## src/rtl/adc_hold_pkg.sv

```systemverilog
package adc_hold_pkg;
    typedef enum logic [1:0] {
        ST_OPEN        = 2'd0,
        ST_FROZEN      = 2'd1,
        ST_FROZEN_PEND = 2'd2
    } hold_state_t;

    localparam logic ADDR_LO = 1'b0;
    localparam logic ADDR_HI = 1'b1;
endpackage

```

## src/rtl/adc_lock_fsm.sv

```systemverilog
module adc_lock_fsm
    import adc_hold_pkg::*;
(
    input  logic        clk,
    input  logic        rst_n,
    input  logic        lo_rd,
    input  logic        hi_rd,
    input  logic        res_valid,
    output hold_state_t state,
    output logic        load_main,
    output logic        main_from_pend,
    output logic        load_pend
);
    hold_state_t state_q, state_d;

    always_ff @(posedge clk or negedge rst_n) begin
        if (!rst_n) state_q <= ST_OPEN;
        else        state_q <= state_d;
    end

    always_comb begin
        state_d        = state_q;
        load_main      = 1'b0;
        main_from_pend = 1'b0;
        load_pend      = 1'b0;
        unique case (state_q)
            ST_OPEN: begin
                if (lo_rd) begin
                    // freeze / freeze_catch
                    load_pend = res_valid;
                    state_d   = res_valid ? ST_FROZEN_PEND : ST_FROZEN;
                end else begin
                    load_main = res_valid;
                end
            end
            ST_FROZEN: begin
                if (hi_rd) begin
                    // release
                    load_main = res_valid;
                    state_d   = ST_OPEN;
                end else if (res_valid) begin
                    // park
                    load_pend = 1'b1;
                    state_d   = ST_FROZEN_PEND;
                end
            end
            ST_FROZEN_PEND: begin
                if (hi_rd) begin
                    // release with commit
                    load_main      = 1'b1;
                    main_from_pend = !res_valid;
                    state_d        = ST_OPEN;
                end else begin
                    // repark
                    load_pend = res_valid;
                end
            end
            default: state_d = ST_OPEN;
        endcase
    end

    assign state = state_q;
endmodule

```

## src/rtl/adc_res_store.sv

```systemverilog
module adc_res_store #(
    parameter int RES_W = 10
) (
    input  logic             clk,
    input  logic             rst_n,
    input  logic             load_main,
    input  logic             main_from_pend,
    input  logic             load_pend,
    input  logic [RES_W-1:0] res_data,
    output logic [RES_W-1:0] main_q
);
    logic [RES_W-1:0] pend_q;

    always_ff @(posedge clk or negedge rst_n) begin
        if (!rst_n) begin
            main_q <= '0;
            pend_q <= '0;
        end else begin
            if (load_main) main_q <= main_from_pend ? pend_q : res_data;
            if (load_pend) pend_q <= res_data;
        end
    end
endmodule

```

## src/rtl/adc_res_format.sv

```systemverilog
module adc_res_format #(
    parameter int RES_W  = 10,
    parameter int BYTE_W = 8
) (
    input  logic [RES_W-1:0]  value,
    input  logic              left_adj,
    input  logic              sel_hi,
    output logic [BYTE_W-1:0] byte_out
);
    localparam int FULL_W = 2 * BYTE_W;
    localparam int PAD_W  = FULL_W - RES_W;

    logic [FULL_W-1:0] full;

    always_comb begin
        if (left_adj) full = {value, {PAD_W{1'b0}}};
        else          full = {{PAD_W{1'b0}}, value};
        byte_out = sel_hi ? full[FULL_W-1:BYTE_W] : full[BYTE_W-1:0];
    end
endmodule

```

## src/rtl/adc_result_hold.sv

```systemverilog
module adc_result_hold
    import adc_hold_pkg::*;
#(
    parameter int RES_W  = 10,
    parameter int BYTE_W = 8
) (
    input  logic              clk,
    input  logic              rst_n,
    input  logic              res_valid,
    input  logic [RES_W-1:0]  res_data,
    input  logic              left_adj,
    input  logic              rd_en,
    input  logic              rd_addr,
    output logic [BYTE_W-1:0] rd_data
);
    hold_state_t      state_q;
    logic [RES_W-1:0] stored_q;
    logic             load_main, main_from_pend, load_pend;
    logic             lo_rd, hi_rd;

    assign lo_rd = rd_en && (rd_addr == ADDR_LO);
    assign hi_rd = rd_en && (rd_addr == ADDR_HI);

    adc_lock_fsm u_fsm (
        .clk            (clk),
        .rst_n          (rst_n),
        .lo_rd          (lo_rd),
        .hi_rd          (hi_rd),
        .res_valid      (res_valid),
        .state          (state_q),
        .load_main      (load_main),
        .main_from_pend (main_from_pend),
        .load_pend      (load_pend)
    );

    adc_res_store #(.RES_W(RES_W)) u_store (
        .clk            (clk),
        .rst_n          (rst_n),
        .load_main      (load_main),
        .main_from_pend (main_from_pend),
        .load_pend      (load_pend),
        .res_data       (res_data),
        .main_q         (stored_q)
    );

    adc_res_format #(.RES_W(RES_W), .BYTE_W(BYTE_W)) u_fmt (
        .value    (stored_q),
        .left_adj (left_adj),
        .sel_hi   (rd_addr == ADDR_HI),
        .byte_out (rd_data)
    );
endmodule

```

## config.mk

```make
export PLATFORM = sky130hd
export DESIGN_NAME = adc_result_hold
export DESIGN_NICKNAME = d
export VERILOG_FILES = /design/src/rtl/adc_hold_pkg.sv /design/src/rtl/adc_lock_fsm.sv /design/src/rtl/adc_res_store.sv /design/src/rtl/adc_res_format.sv /design/src/rtl/adc_result_hold.sv
export SDC_FILE = /design/constraint.sdc
export NUM_CORES = 1
export LEC_CHECK = 0
export ABC_AREA = 1
export BUFFER_PORTS_ARGS = -buffer_cell sky130_fd_sc_hd__buf_2
export CORE_ASPECT_RATIO = 0.6
export CORE_MARGIN = 2
export CORE_UTILIZATION = 50
export CTS_CLUSTER_SIZE = 25
export DETAILED_ROUTE_END_ITERATION = 16
export GPL_TIMING_DRIVEN = 1
export PLACE_DENSITY = 0.72
export SYNTH_ARGS = -nofsm -noshare
export SYNTH_HDL_FRONTEND = slang
export SYNTH_SLANG_ARGS = --single-unit
```

## constraint.sdc

```tcl
create_clock -name clk -period 2 [get_ports clk]
set_input_delay 0.2 -clock clk [delete_from_list [all_inputs] [get_ports clk]]
set_output_delay 0.2 -clock clk [all_outputs]
set_load 0.05 [all_outputs]
```

Word level (Yosys, flattened, before mapping)

Index checks and enable logic that the tools add are counted.

Bits in registers: 22
Memory bits (writable): 0
Bits of input ports: 16
Latch bits: 0
Word-level logic and storage cells: 34
Output and inout port bits: 8
Memories kept: 0
ROM bits: 0

Bitwise gates (word level): 1
Multiplexer cells: 20
Equality and inequality tests: 5
Reductions and logical operators: 5
$add $sub $neg: 0
Shifts and indexed selects: 0
Div/mod/pow operators: 0
Order comparisons: 0
Multiply operators: 0

Operators with widths:

| operator                                       | number |
|---|---|
| two-way mux 16 bit                             | 1 |
| two-way mux 10 bit                             | 1 |
| two-way mux 2 bit                              | 5 |
| two-way mux 1 bit                              | 9 |
| two-way mux 8 bit                              | 1 |
| case mux 1 bit (3 select lines)                | 2 |
| case mux 2 bit (3 select lines)                | 1 |
| != test 2 bit (second input constant)          | 2 |
| != test 3 bit (second input constant)          | 1 |
| AND reduction 3 bit                            | 1 |
| == test 2 x 1 -> 1 bit (second input constant) | 1 |
| == test 2 bit (second input constant)          | 1 |
| logical AND 1 bit                              | 2 |
| logical NOT 2 bit                              | 1 |
| logical NOT 1 bit                              | 1 |
| inverter 1 bit                                 | 1 |

Longest topological paths before layout

Gate-level depths: netlist of run 1.

Word-level depth: 4
Depth in mapped cells: 9
Depth with buffers taken out: 9

Cells and area by module

A second synthesis of run 1 with hierarchy kept.

Cells, all modules: 206
Area, all modules: 1370.1 um^2

By module, submodules not included:

| module          | cells each | times used | area an instance (um^2) | seq. area each (um^2) |
|---|---|---|---|---|
| adc_res_store   | 116        | 1          | 899.6                   | 500.5 |
| adc_lock_fsm    | 43         | 1          | 279.0                   | 50.0 |
| adc_res_format  | 43         | 1          | 173.9                   | 0.0 |
| adc_result_hold | 4          | 1          | 17.5                    | 0.0 |

Worst setup path after synthesis of run 1

Ideal clock, no wire load.

Kind: input-to-output
From: input left_adj
To: output rd_data[4]
Arrival time: 1.718 ns
Setup slack: 0.082 ns
Required time: 1.800 ns
Stages: 4
Buffers on the path: 1
Cells stage by stage: clkbuf_1 > inv_1 > nand2_1 > o21ai_0

Cells in the longest elaborated chain, start to end: 2

RTL lines:

| what               | line                  | RTL |
|---|---|---|
| from (decl)        | adc_result_hold.sv:11 | `input logic left_adj,` |
| two-way mux 16 bit | adc_res_format.sv:16  | `if (left_adj) full = {value, {PAD_W{1'b0}}};` |
| two-way mux 8 bit  | adc_res_format.sv:18  | `byte_out = sel_hi ? full[FULL_W-1:BYTE_W] : full[BYTE_W-1:0];` |
| to (decl)          | adc_result_hold.sv:14 | `output logic [BYTE_W-1:0] rd_data` |

Every way passes these cells.

Final worst setup path of run 1

From: register u_fsm.state_q[0], in the netlist u_fsm.state[0]
To: register u_store.pend_q[0]

Cells in the longest elaborated chain, start to end: 2
Elaborated cells between the ends (all ways): 4
Classes of those cells: 2 x eq/ne; 1 x mux; 1 x reduce/logical

RTL lines:

| what                                  | line                | RTL |
|---|---|---|
| from (decl)                           | adc_lock_fsm.sv:14  | `hold_state_t state_q, state_d;` |
| from (signal assigned)                | adc_lock_fsm.sv:18  | `else state_q <= state_d;` |
| == test 2 bit (tied with other cells) | adc_lock_fsm.sv:26  | `unique case (state_q)` |
| case mux 1 bit (3 select lines) (*)   | adc_lock_fsm.sv:26  |  |
| to (signal assigned)                  | adc_res_store.sv:20 | `if (load_pend) pend_q <= res_data;` |
| to (decl)                             | adc_res_store.sv:12 | `logic [RES_W-1:0] pend_q;` |

Every way passes the cells marked *; elsewhere a longest branch is shown, timed or not.
A chain may end at the register's enable or synchronous reset.

==> impl_metrics.env, run 1 <==
export IMPL_clockPowerShare=0.158
export IMPL_cpMostUsedCell="nand2_1"
export IMPL_grt_pass1_vias=1095
export IMPL_antenna_left=0
export IMPL_post_route_util=0.607
export IMPL_r2r_slack_ns=0.41
export IMPL_synth_edff_count=0
export IMPL_num_fill_cells=247
export IMPL_timing_critical_path_buf_inv=1
export IMPL_yosysTopAreaCell="dfrtp_1"
export IMPL_slowest_stage="dfrtp_1"
export IMPL_syn_area_mm2=0.00129
export IMPL_critPathLaunchType="register"
export IMPL_startpoint="u_fsm.state[0]$_DFFE_PN0P_"
export IMPL_synth_top_cell_area_share=0.428
export IMPL_grt_max_degree=23
export IMPL_pwr_share_comb=0.449
export IMPL_crit_chain="ha_1, inv_1, nand2_1, nand2_1, nand2_1"
export IMPL_grt_overflow=0
export IMPL_fmax_mhz=627
export IMPL_place_congestion=0.835
export IMPL_drive_gt1_frac=0.181
export IMPL_post_cts_setup_buffers=0
export IMPL_route_detailed_drc=0
export IMPL_cts_buffers=3
export IMPL_core_area_mm2=0.00247
export IMPL_whs_endpoint="u_store.pend_q[3]$_DFFE_PN0P_"
export IMPL_hold_start="res_data[3]"
export IMPL_period_needed_ns=1.59
export IMPL_initial_utilization=0.521
export IMPL_setup_worst_path_class="reg -> reg"
export IMPL_switching_power_mw=0.906
export IMPL_worstSkewPairLatency_ns=0.27
export IMPL_hold_violations=0
export IMPL_io_pins=24
export IMPL_vdd_ir_drop_worst_mv=0.536
export IMPL_syn_avg_cell_area_um2=6.96
export IMPL_hold_class="in -> reg"
export IMPL_place_hpwl_um=2250
export IMPL_yosys_most_used_dff="dfrtp_1"
export IMPL_setup_viol=0
export IMPL_yosysWarnings=0
export IMPL_power_total_mw=2.02
export IMPL_antenna_cells=0
export IMPL_die_h_um=43.3
export IMPL_cpPeakStageDelay_ns=0.41
export IMPL_fin_crit_sh=0.797
export IMPL_powerDensity_mw_per_mm2=1350
export IMPL_nNetsFinal=231
export IMPL_maxCapViolations=0
export IMPL_swShare=0.448
export IMPL_power_leakage_nw=0.853
export IMPL_cts_buffer_depth=2
export IMPL_placed_area_mm2=0.00143
export IMPL_clock_sinks=22
export IMPL_relSlewSlack=0.680
export IMPL_run_status="complete, no violations"
export IMPL_synth_cell_types=15
export IMPL_synthTopCellsByArea="dfrtp_1 (43%), nand2_1 (24%), nand3_1 (11%)"
export IMPL_ys_seq_area_frac=0.428
export IMPL_reg2reg_from="u_fsm.state[0]$_DFFE_PN0P_"
export IMPL_antenna_found_initial=0
export IMPL_clock_skew_final_ns=0.00416
export IMPL_worstSetupEndpointType="register"
export IMPL_dr_first_iter_drc_count=92
export IMPL_syn2layout_area_growth_pct=16.4
export IMPL_wl_per_cell_um=12.3
export IMPL_crit_fanout=12
export IMPL_grt_pass1_wl_um=5060
export IMPL_hold_depth=3
export IMPL_die_w_um=69.5
export IMPL_r2r_end="u_store.pend_q[0]$_DFFE_PN0P_"
export IMPL_seq_power_share=0.393
export IMPL_ys_ff_latch=22
export IMPL_whs_ns=0.176
export IMPL_slew_violations=0
export IMPL_synth_most_common_cell="nand2_1"
export IMPL_h_tree_depth=1
export IMPL_clk_pin_slew_worst_paths_ns=0.07
export IMPL_syn_nets=205
export IMPL_wl_um=2970
export IMPL_drt_first_pass_iters=4
export IMPL_row_count=14
export IMPL_die_area_mm2=0.00301
export IMPL_numPortBuffers=23
export IMPL_reg2reg_depth=5
export IMPL_grtUsageTotal=0.219
export IMPL_internal_power_mw=1.12
export IMPL_crit_family="simple AND/OR/NAND/NOR gates"
export IMPL_cp_required_ns=2.16
export IMPL_clockRootBuffer="clkbuf_8"
export IMPL_syn_instance_count=185
export IMPL_grt_setup_unrepaired="false"
export IMPL_yosys_top_cells_count="nand2_1 (84), nand3_1 (28), dfrtp_1 (22), inv_1 (13), o21ai_0 (11)"
export IMPL_arrival_ns=1.76
export IMPL_async_flop_share=1.00
export IMPL_worst_pin_slew_ns=0.479
export IMPL_final_cell_area_mm2=0.00150
export IMPL_viasPerCell=5.21
export IMPL_tns_ns=0
export IMPL_via_count=1261
export IMPL_tritoncts="done"
per-stage QoR:
stage	worst slack, ns	instances
floorplan	0.0820	185
global placement	0.486	237
detailed placement	0.447	237
CTS	0.441	242
global route	0.290	242
finish	0.405	242
worst max path at each step:
stage | endpoint | slack (ns) | depth (start not counted)
3_3_place_gp | u_store.pend_q[5]$_DFFE_PN0P_ | 0.49 | 5
4_1_cts | u_store.pend_q[0]$_DFFE_PN0P_ | 0.44 | 5
6_report | u_store.pend_q[0]$_DFFE_PN0P_ | 0.41 | 5
2_1_floorplan | rd_data[4] | 0.08 | 4
3_5_place_dp | u_store.pend_q[0]$_DFFE_PN0P_ | 0.45 | 5
5_1_grt | u_store.pend_q[0]$_DFFE_PN0P_ | 0.29 | 5
layer usage:
layer / vias to the layer above / share of wire / global-route usage
met5: - / 0 / 0
met4: 0 / 0.012 / 0.0706
met3: 5 / 0.095 / 0.0665
met2: 50 / 0.41 / 0.317
met1: 570 / 0.48 / 0.317
li1: 636 / - / -
sequential cells by signal, indices dropped and copies added, names as in the netlist:
signal and cells:
u_fsm.state 2, u_store.main_q 10, u_store.pend_q 10
logic make-up after synthesis:
kind of cell    count (synthesis)  synth area share
buf+inv                        20            0.0622
fa+ha+maj                       4            0.0389
flops                          22             0.428
compound gates                 16            0.0739
simple gates                  123             0.397
tightest hold or removal path, cell delays in order:
cell and delay, ns:
buf_2 0.09, nand3_1 0.07, nand2_1 0.06
power groups by stage:
stage | logic (mW) | clock network [mW] | registers, mW
floorplan | 0.694 | 0 | 0.763
global placement | 0.867 | 0 | 0.794
detailed placement | 0.903 | 0 | 0.801
CTS | 0.907 | 0.325 | 0.793
global route | 1.02 | 0.356 | 0.823
finish | 0.907 | 0.320 | 0.796
cell usage in the layout (no fill, tap or decap):
master	netlist	routed
a21oi_4	1	1
buf_2	1	23
buf_4	1	2
clkbuf_8	0	4
dfrtp_1	22	22
dlygate4sd3_1	0	1
ha_1	4	4
inv_1	13	13
inv_2	2	2
nand2_1	84	84
nand2_2	6	6
nand3_1	28	28
nor2_1	5	5
o21ai_0	11	11
o21ai_1	1	1
o22ai_1	3	3
cell type report:
cell class | count | area [um2] | area share
Inverter | 15 | 56.3 | 0.0376
Clock buffer | 4 | 55.1 | 0.0367
Multi-Input combinational cell | 143 | 657 | 0.438
Timing Repair Buffer | 26 | 140 | 0.0935
Sequential cell | 22 | 551 | 0.367
Tap cell | 32 | 40.0 | 0.0267
repair_timing:
item                       CTS  global route
setup endpoints to repair    0             0
hold buffers                 1             0
hold endpoints to repair    22             0
gates resized for setup      0             0
Note: power is estimated with default switching activity, not from simulation.
==> run 2: changes to the inputs <==
==> constraint.sdc (replaced) <==
create_clock -name clk -period 1.55 [get_ports clk]
set_input_delay 0.155 -clock clk [delete_from_list [all_inputs] [get_ports clk]]
set_output_delay 0.155 -clock clk [all_outputs]
set_load 0.05 [all_outputs]
==> run 2 against run 1 <==
Net effect: via count up 0.16%; critical path depth up 2; highest routed layer unchanged; cell count up 1.2%; largest power group unchanged; sequential power up 28%; non-clock buffer count up 1; die area unchanged; global-route usage down 1.5 points; critical path type unchanged; combinational power up 39%; routed wire length up 2.6%; critical endpoint is now u_store.pend_q[8]$_DFFE_PN0P_; worst setup slack worse by 0.32 ns; largest cell class unchanged.
==> impl_metrics.env, run 2 (synthesized netlist as in run 1, its figures left out) <==
export IMPL_worst_pin_slew_ns=0.488
export IMPL_setup_worst_path_class="reg -> reg"
export IMPL_pwr_share_comb=0.480
export IMPL_wl_um=3050
export IMPL_arrival_ns=1.66
export IMPL_antenna_cells=0
export IMPL_slew_violations=0
export IMPL_multi_input_area_um2=709
export IMPL_hold_class="in -> reg"
export IMPL_dr_first_iter_drc_count=60
export IMPL_internal_power_mw=1.43
export IMPL_post_route_util=0.627
export IMPL_cts_buffer_depth=2
export IMPL_powerDensity_mw_per_mm2=1700
export IMPL_worstSetupEndpointType="register"
export IMPL_viasPerCell=5.16
export IMPL_cts_buffers=3
export IMPL_die_h_um=43.3
export IMPL_grt_pass1_wl_um=4730
export IMPL_worstSkewPairLatency_ns=0.26
export IMPL_routed_wl_met3_um=192
export IMPL_h_tree_depth=1
export IMPL_antenna_found_initial=0
export IMPL_met1_length_um=1500
export IMPL_maxCapViolations=0
export IMPL_core_area_mm2=0.00247
export IMPL_seq_area_um2=551
export IMPL_numPortBuffers=23
export IMPL_swShare=0.456
export IMPL_syn2layout_area_growth_pct=20.3
export IMPL_initial_utilization=0.521
export IMPL_antenna_left=0
export IMPL_fmax_mhz=684
export IMPL_clock_skew_final_ns=0.000783
export IMPL_drt_first_pass_iters=4
export IMPL_num_fill_cells=233
export IMPL_finalWorstSetupSlack_ns=0.0875
export IMPL_route_met2_wl_um=1320
export IMPL_period_needed_ns=1.46
export IMPL_clk_pin_slew_worst_paths_ns=0.07
export IMPL_power_leakage_nw=0.860
export IMPL_relSlewSlack=0.675
export IMPL_whs_ns=0.141
export IMPL_cp_required_ns=1.75
export IMPL_route_detailed_drc=0
export IMPL_power_total_mw=2.63
export IMPL_grt_pass1_vias=1080
export IMPL_grt_max_degree=23
export IMPL_io_pins=24
export IMPL_tritoncts="done"
export IMPL_seq_power_share=0.389
export IMPL_nNetsFinal=235
export IMPL_critPathLaunchType="register"
export IMPL_vdd_ir_drop_worst_mv=0.779
export IMPL_clockPowerShare=0.131
export IMPL_via_count=1263
export IMPL_place_hpwl_um=2180
export IMPL_die_w_um=69.5
export IMPL_crit_fanout=10
export IMPL_fin_crit_sh=0.944
export IMPL_setup_viol=0
export IMPL_mostFrequentLayoutCells="nand2_1 (82), nand3_1 (28), buf_2 (23)"
export IMPL_clock_sinks=22
export IMPL_top_layer="met4"
export IMPL_grtUsageTotal=0.204
export IMPL_preCtsSetupSlack_ns=0.0424
export IMPL_grt_setup_unrepaired="false"
export IMPL_place_congestion=0.885
export IMPL_row_count=14
export IMPL_wl_per_cell_um=12.4
export IMPL_hold_violations=0
export IMPL_final_common_cell="nand2_1"
export IMPL_switching_power_mw=1.20
export IMPL_die_area_mm2=0.00301
export IMPL_drive_gt1_frac=0.225
export IMPL_run_status="complete, no violations"
export IMPL_clockRootBuffer="clkbuf_8"
export IMPL_tns_ns=0
export IMPL_grt_overflow=0
run 2: area by class of cell:
class	count	area share
inverter	15	0.0363
multi-input combinational	146	0.458
clock buffer	3	0.0267
timing repair buffer	27	0.0977
tap	32	0.0258
sequential	22	0.355
run 2: power by group through the flow:
stage               Clock (mW)  Combinational [mW]  Sequential, mW
floorplan                    0               0.902           0.984
global placement             0                1.12            1.02
detailed placement           0                1.17            1.03
CTS                      0.359                1.18            1.02
global route             0.378                1.42            1.06
finish                   0.345                1.26            1.02
run 2: what timing repair did:
item                                    in CTS  in global routing
hold endpoints to repair                    22                  0
setup buffers                                0                  0
endpoints found under the setup margin       0                 19
hold buffers                                 1                  0
gates resized for setup                      0                 13
run 2: worst paths after layout:
| kind | depth (start not counted) | startpoint | endpoint | slack (ns) |
|---|---|---|---|---|
| max | 7 | u_fsm.state[1]$_DFFE_PN0P_ | u_store.pend_q[8]$_DFFE_PN0P_ | 0.09 |
| min | 3 | res_data[6] | u_store.pend_q[6]$_DFFE_PN0P_ | 0.14 |
| max reg2reg | 7 | u_fsm.state[1]$_DFFE_PN0P_ | u_store.pend_q[8]$_DFFE_PN0P_ | 0.09 |
| min reg2reg | 2 | u_store.pend_q[4]$_DFFE_PN0P_ | u_store.pend_q[4]$_DFFE_PN0P_ | 0.48 |
| max in group asynchronous | 2 | rst_n | u_store.main_q[4]$_DFFE_PN0P_ | 0.83 |
| min in group asynchronous | 2 | rst_n | u_fsm.state[1]$_DFFE_PN0P_ | 0.38 |
run 2: routing by layer:
metal,vias to the layer above,track usage
met2,35,0.335
met1,576,0.273
met3,4,0.0523
li1,648,-
met5,-,0
met4,0,0.0588
run 2: through the flow:
stage	cells	area (um2)
floorplan	185	1290
global placement	238	1440
detailed placement	238	1440
CTS	242	1490
global route	245	1550
finish	245	1550
run 2: worst max-delay path, stage by stage (launching register included):
cell and delay [ns]:
dfrtp_1 0.42, inv_1 0.10, ha_2 0.20, nand2_1 0.10
o21ai_2 0.21, buf_4 0.21, nand3_1 0.08, nand2_1 0.08
==> run 3: changes to the inputs <==
--- a/config.mk
+++ b/config.mk
@@ -7,7 +7,7 @@
 export LEC_CHECK = 0
 export ABC_AREA = 1
 export BUFFER_PORTS_ARGS = -buffer_cell sky130_fd_sc_hd__buf_2
-export CORE_ASPECT_RATIO = 0.6
+export CORE_ASPECT_RATIO = 0.8
 export CORE_MARGIN = 2
 export CORE_UTILIZATION = 50
 export CTS_CLUSTER_SIZE = 25
==> run 3 against run 2 <==
Net effect: combinational power hardly changed; cell count grew 2.0%; sequential cell count unchanged; utilization is 0.45 points higher; register-to-register slack lost 0.03 ns; clock skew grew 0.0052 ns; largest cell class unchanged.
==> impl_metrics.env, run 3 (synthesized netlist as in run 1, its figures left out) <==
export IMPL_slew_violations=0
export IMPL_initial_utilization=0.527
export IMPL_antenna_left=0
export IMPL_setup_worst_path_class="reg -> reg"
export IMPL_cp_required_ns=1.80
export IMPL_h_tree_depth=1
export IMPL_antenna_cells=0
export IMPL_vdd_ir_drop_worst_mv=0.639
export IMPL_final_common_cell="nand2_1"
export IMPL_run_status="complete, no violations"
export IMPL_wl_um=3110
export IMPL_worstSetupEndpointType="register"
export IMPL_maxCapViolations=0
export IMPL_drive_gt1_frac=0.234
export IMPL_syn2layout_area_growth_pct=19.8
export IMPL_clockRootBuffer="clkbuf_4"
export IMPL_antenna_found_initial=0
export IMPL_dr_first_iter_drc_count=82
export IMPL_die_h_um=49.4
export IMPL_power_leakage_nw=0.862
export IMPL_die_area_mm2=0.00300
export IMPL_place_hpwl_um=2140
export IMPL_relSlewSlack=0.675
export IMPL_num_fill_cells=254
export IMPL_setup_viol=0
export IMPL_numPortBuffers=23
export IMPL_power_total_mw=2.61
export IMPL_die_w_um=60.7
export IMPL_fmax_mhz=670
export IMPL_hold_violations=0
export IMPL_whs_ns=0.0846
export IMPL_place_congestion=0.970
export IMPL_via_count=1272
export IMPL_core_area_mm2=0.00244
export IMPL_clk_pin_slew_worst_paths_ns=0.12
export IMPL_grt_pass1_wl_um=5080
export IMPL_critPathLaunchType="register"
export IMPL_worst_pin_slew_ns=0.487
export IMPL_period_needed_ns=1.49
export IMPL_drt_first_pass_iters=4
export IMPL_cts_buffers=3
export IMPL_row_count=16
export IMPL_grt_overflow=0
export IMPL_grtUsageTotal=0.221
export IMPL_wl_per_cell_um=12.4
export IMPL_met1_usage=0.312
export IMPL_route_detailed_drc=0
export IMPL_nNetsFinal=235
export IMPL_viasPerCell=5.09
export IMPL_clock_sinks=22
export IMPL_hold_class="in -> reg"
export IMPL_grt_max_degree=23
export IMPL_tritoncts="done"
export IMPL_io_pins=24
export IMPL_powerDensity_mw_per_mm2=1690
export IMPL_worstSkewPairLatency_ns=0.31
export IMPL_grt_busiest_layer="met2"
export IMPL_grt_pass1_vias=1159
export IMPL_cts_buffer_depth=2
export IMPL_clock_skew_final_ns=0.00600
export IMPL_met2_usage=0.344
export IMPL_post_route_util=0.632
export IMPL_use_met3=0.0637
export IMPL_crit_fanout=5
export IMPL_arrival_ns=1.74
export IMPL_mostFrequentLayoutCells="nand2_1 (82), nand3_1 (28), buf_2 (23)"
export IMPL_fin_crit_sh=0.963
==> run 3: cell count changes in the layout (fill, tap and decap cells not counted), sizes merged <==
cell    before  now
buf         26   27
nand2       92   91
clkbuf       3    4
==> run 3: repair_timing <==
item / in CTS / in global routing
resized for setup: 0 / 12
hold buffers: 1 / 0
setup buffers: 0 / 1
endpoints found under the hold margin: 22 / 0
endpoints found under the setup margin: 0 / 20
==> run 3: routing by layer <==
layer	up-vias	routed length, um	part of all wire
met3	4	186	0.060
met4	0	29	0.0093
met5	-	0	0
met2	44	1480	0.48
li1	646	-	-
met1	578	1410	0.45
==> run 3: area by class of cell <==
type | instances | area [um2] | area share
clock buffer | 4 | 36.3 | 0.0235
timing repair buffer | 28 | 159 | 0.103
tap | 36 | 45.0 | 0.0292
inverter | 15 | 56.3 | 0.0365
multi-input combinational | 145 | 696 | 0.451
sequential | 22 | 551 | 0.357
==> run 3: final timing paths <==
path	from	to	slack [ns]	cells past startpoint
hold reg to reg	u_store.pend_q[6]$_DFFE_PN0P_	u_store.pend_q[6]$_DFFE_PN0P_	0.49	2
hold / removal	res_data[9]	u_store.pend_q[9]$_DFFE_PN0P_	0.08	3
min in group asynchronous	rst_n	u_store.pend_q[5]$_DFFE_PN0P_	0.33	2
max in group asynchronous	rst_n	u_store.main_q[0]$_DFFE_PN0P_	0.89	2
setup / recovery	u_fsm.state[0]$_DFFE_PN0P_	u_store.main_q[1]$_DFFE_PN0P_	0.06	8
setup reg to reg	u_fsm.state[0]$_DFFE_PN0P_	u_store.main_q[1]$_DFFE_PN0P_	0.06	8
==> run 3: stage by stage <==
stage	std cells	cell area (um2)	setup TNS (ns)	setup WS (ns)
floorplan	185	1290	0	0.0434
global placement	242	1450	0	0.134
detailed placement	242	1450	0	0.0491
CTS	247	1490	0	0.0194
global route	250	1540	-0.137	-0.0308
finish	250	1540	0	0.0580
==> run 3: where the power goes <==
part	internal, mW	switching [mW]
Sequential	0.844	0.188
Clock	0.143	0.169
Combinational	0.414	0.847
Total	1.40	1.21
==> run 3: critical path, stage by stage (launching register included) <==
cell	delay, ns
dfrtp_1	0.43
inv_1	0.11
ha_2	0.20
nand2_1	0.10
inv_1	0.08
nand2_2	0.10
a21oi_2	0.26
nand2_1	0.09
nand2_1	0.06
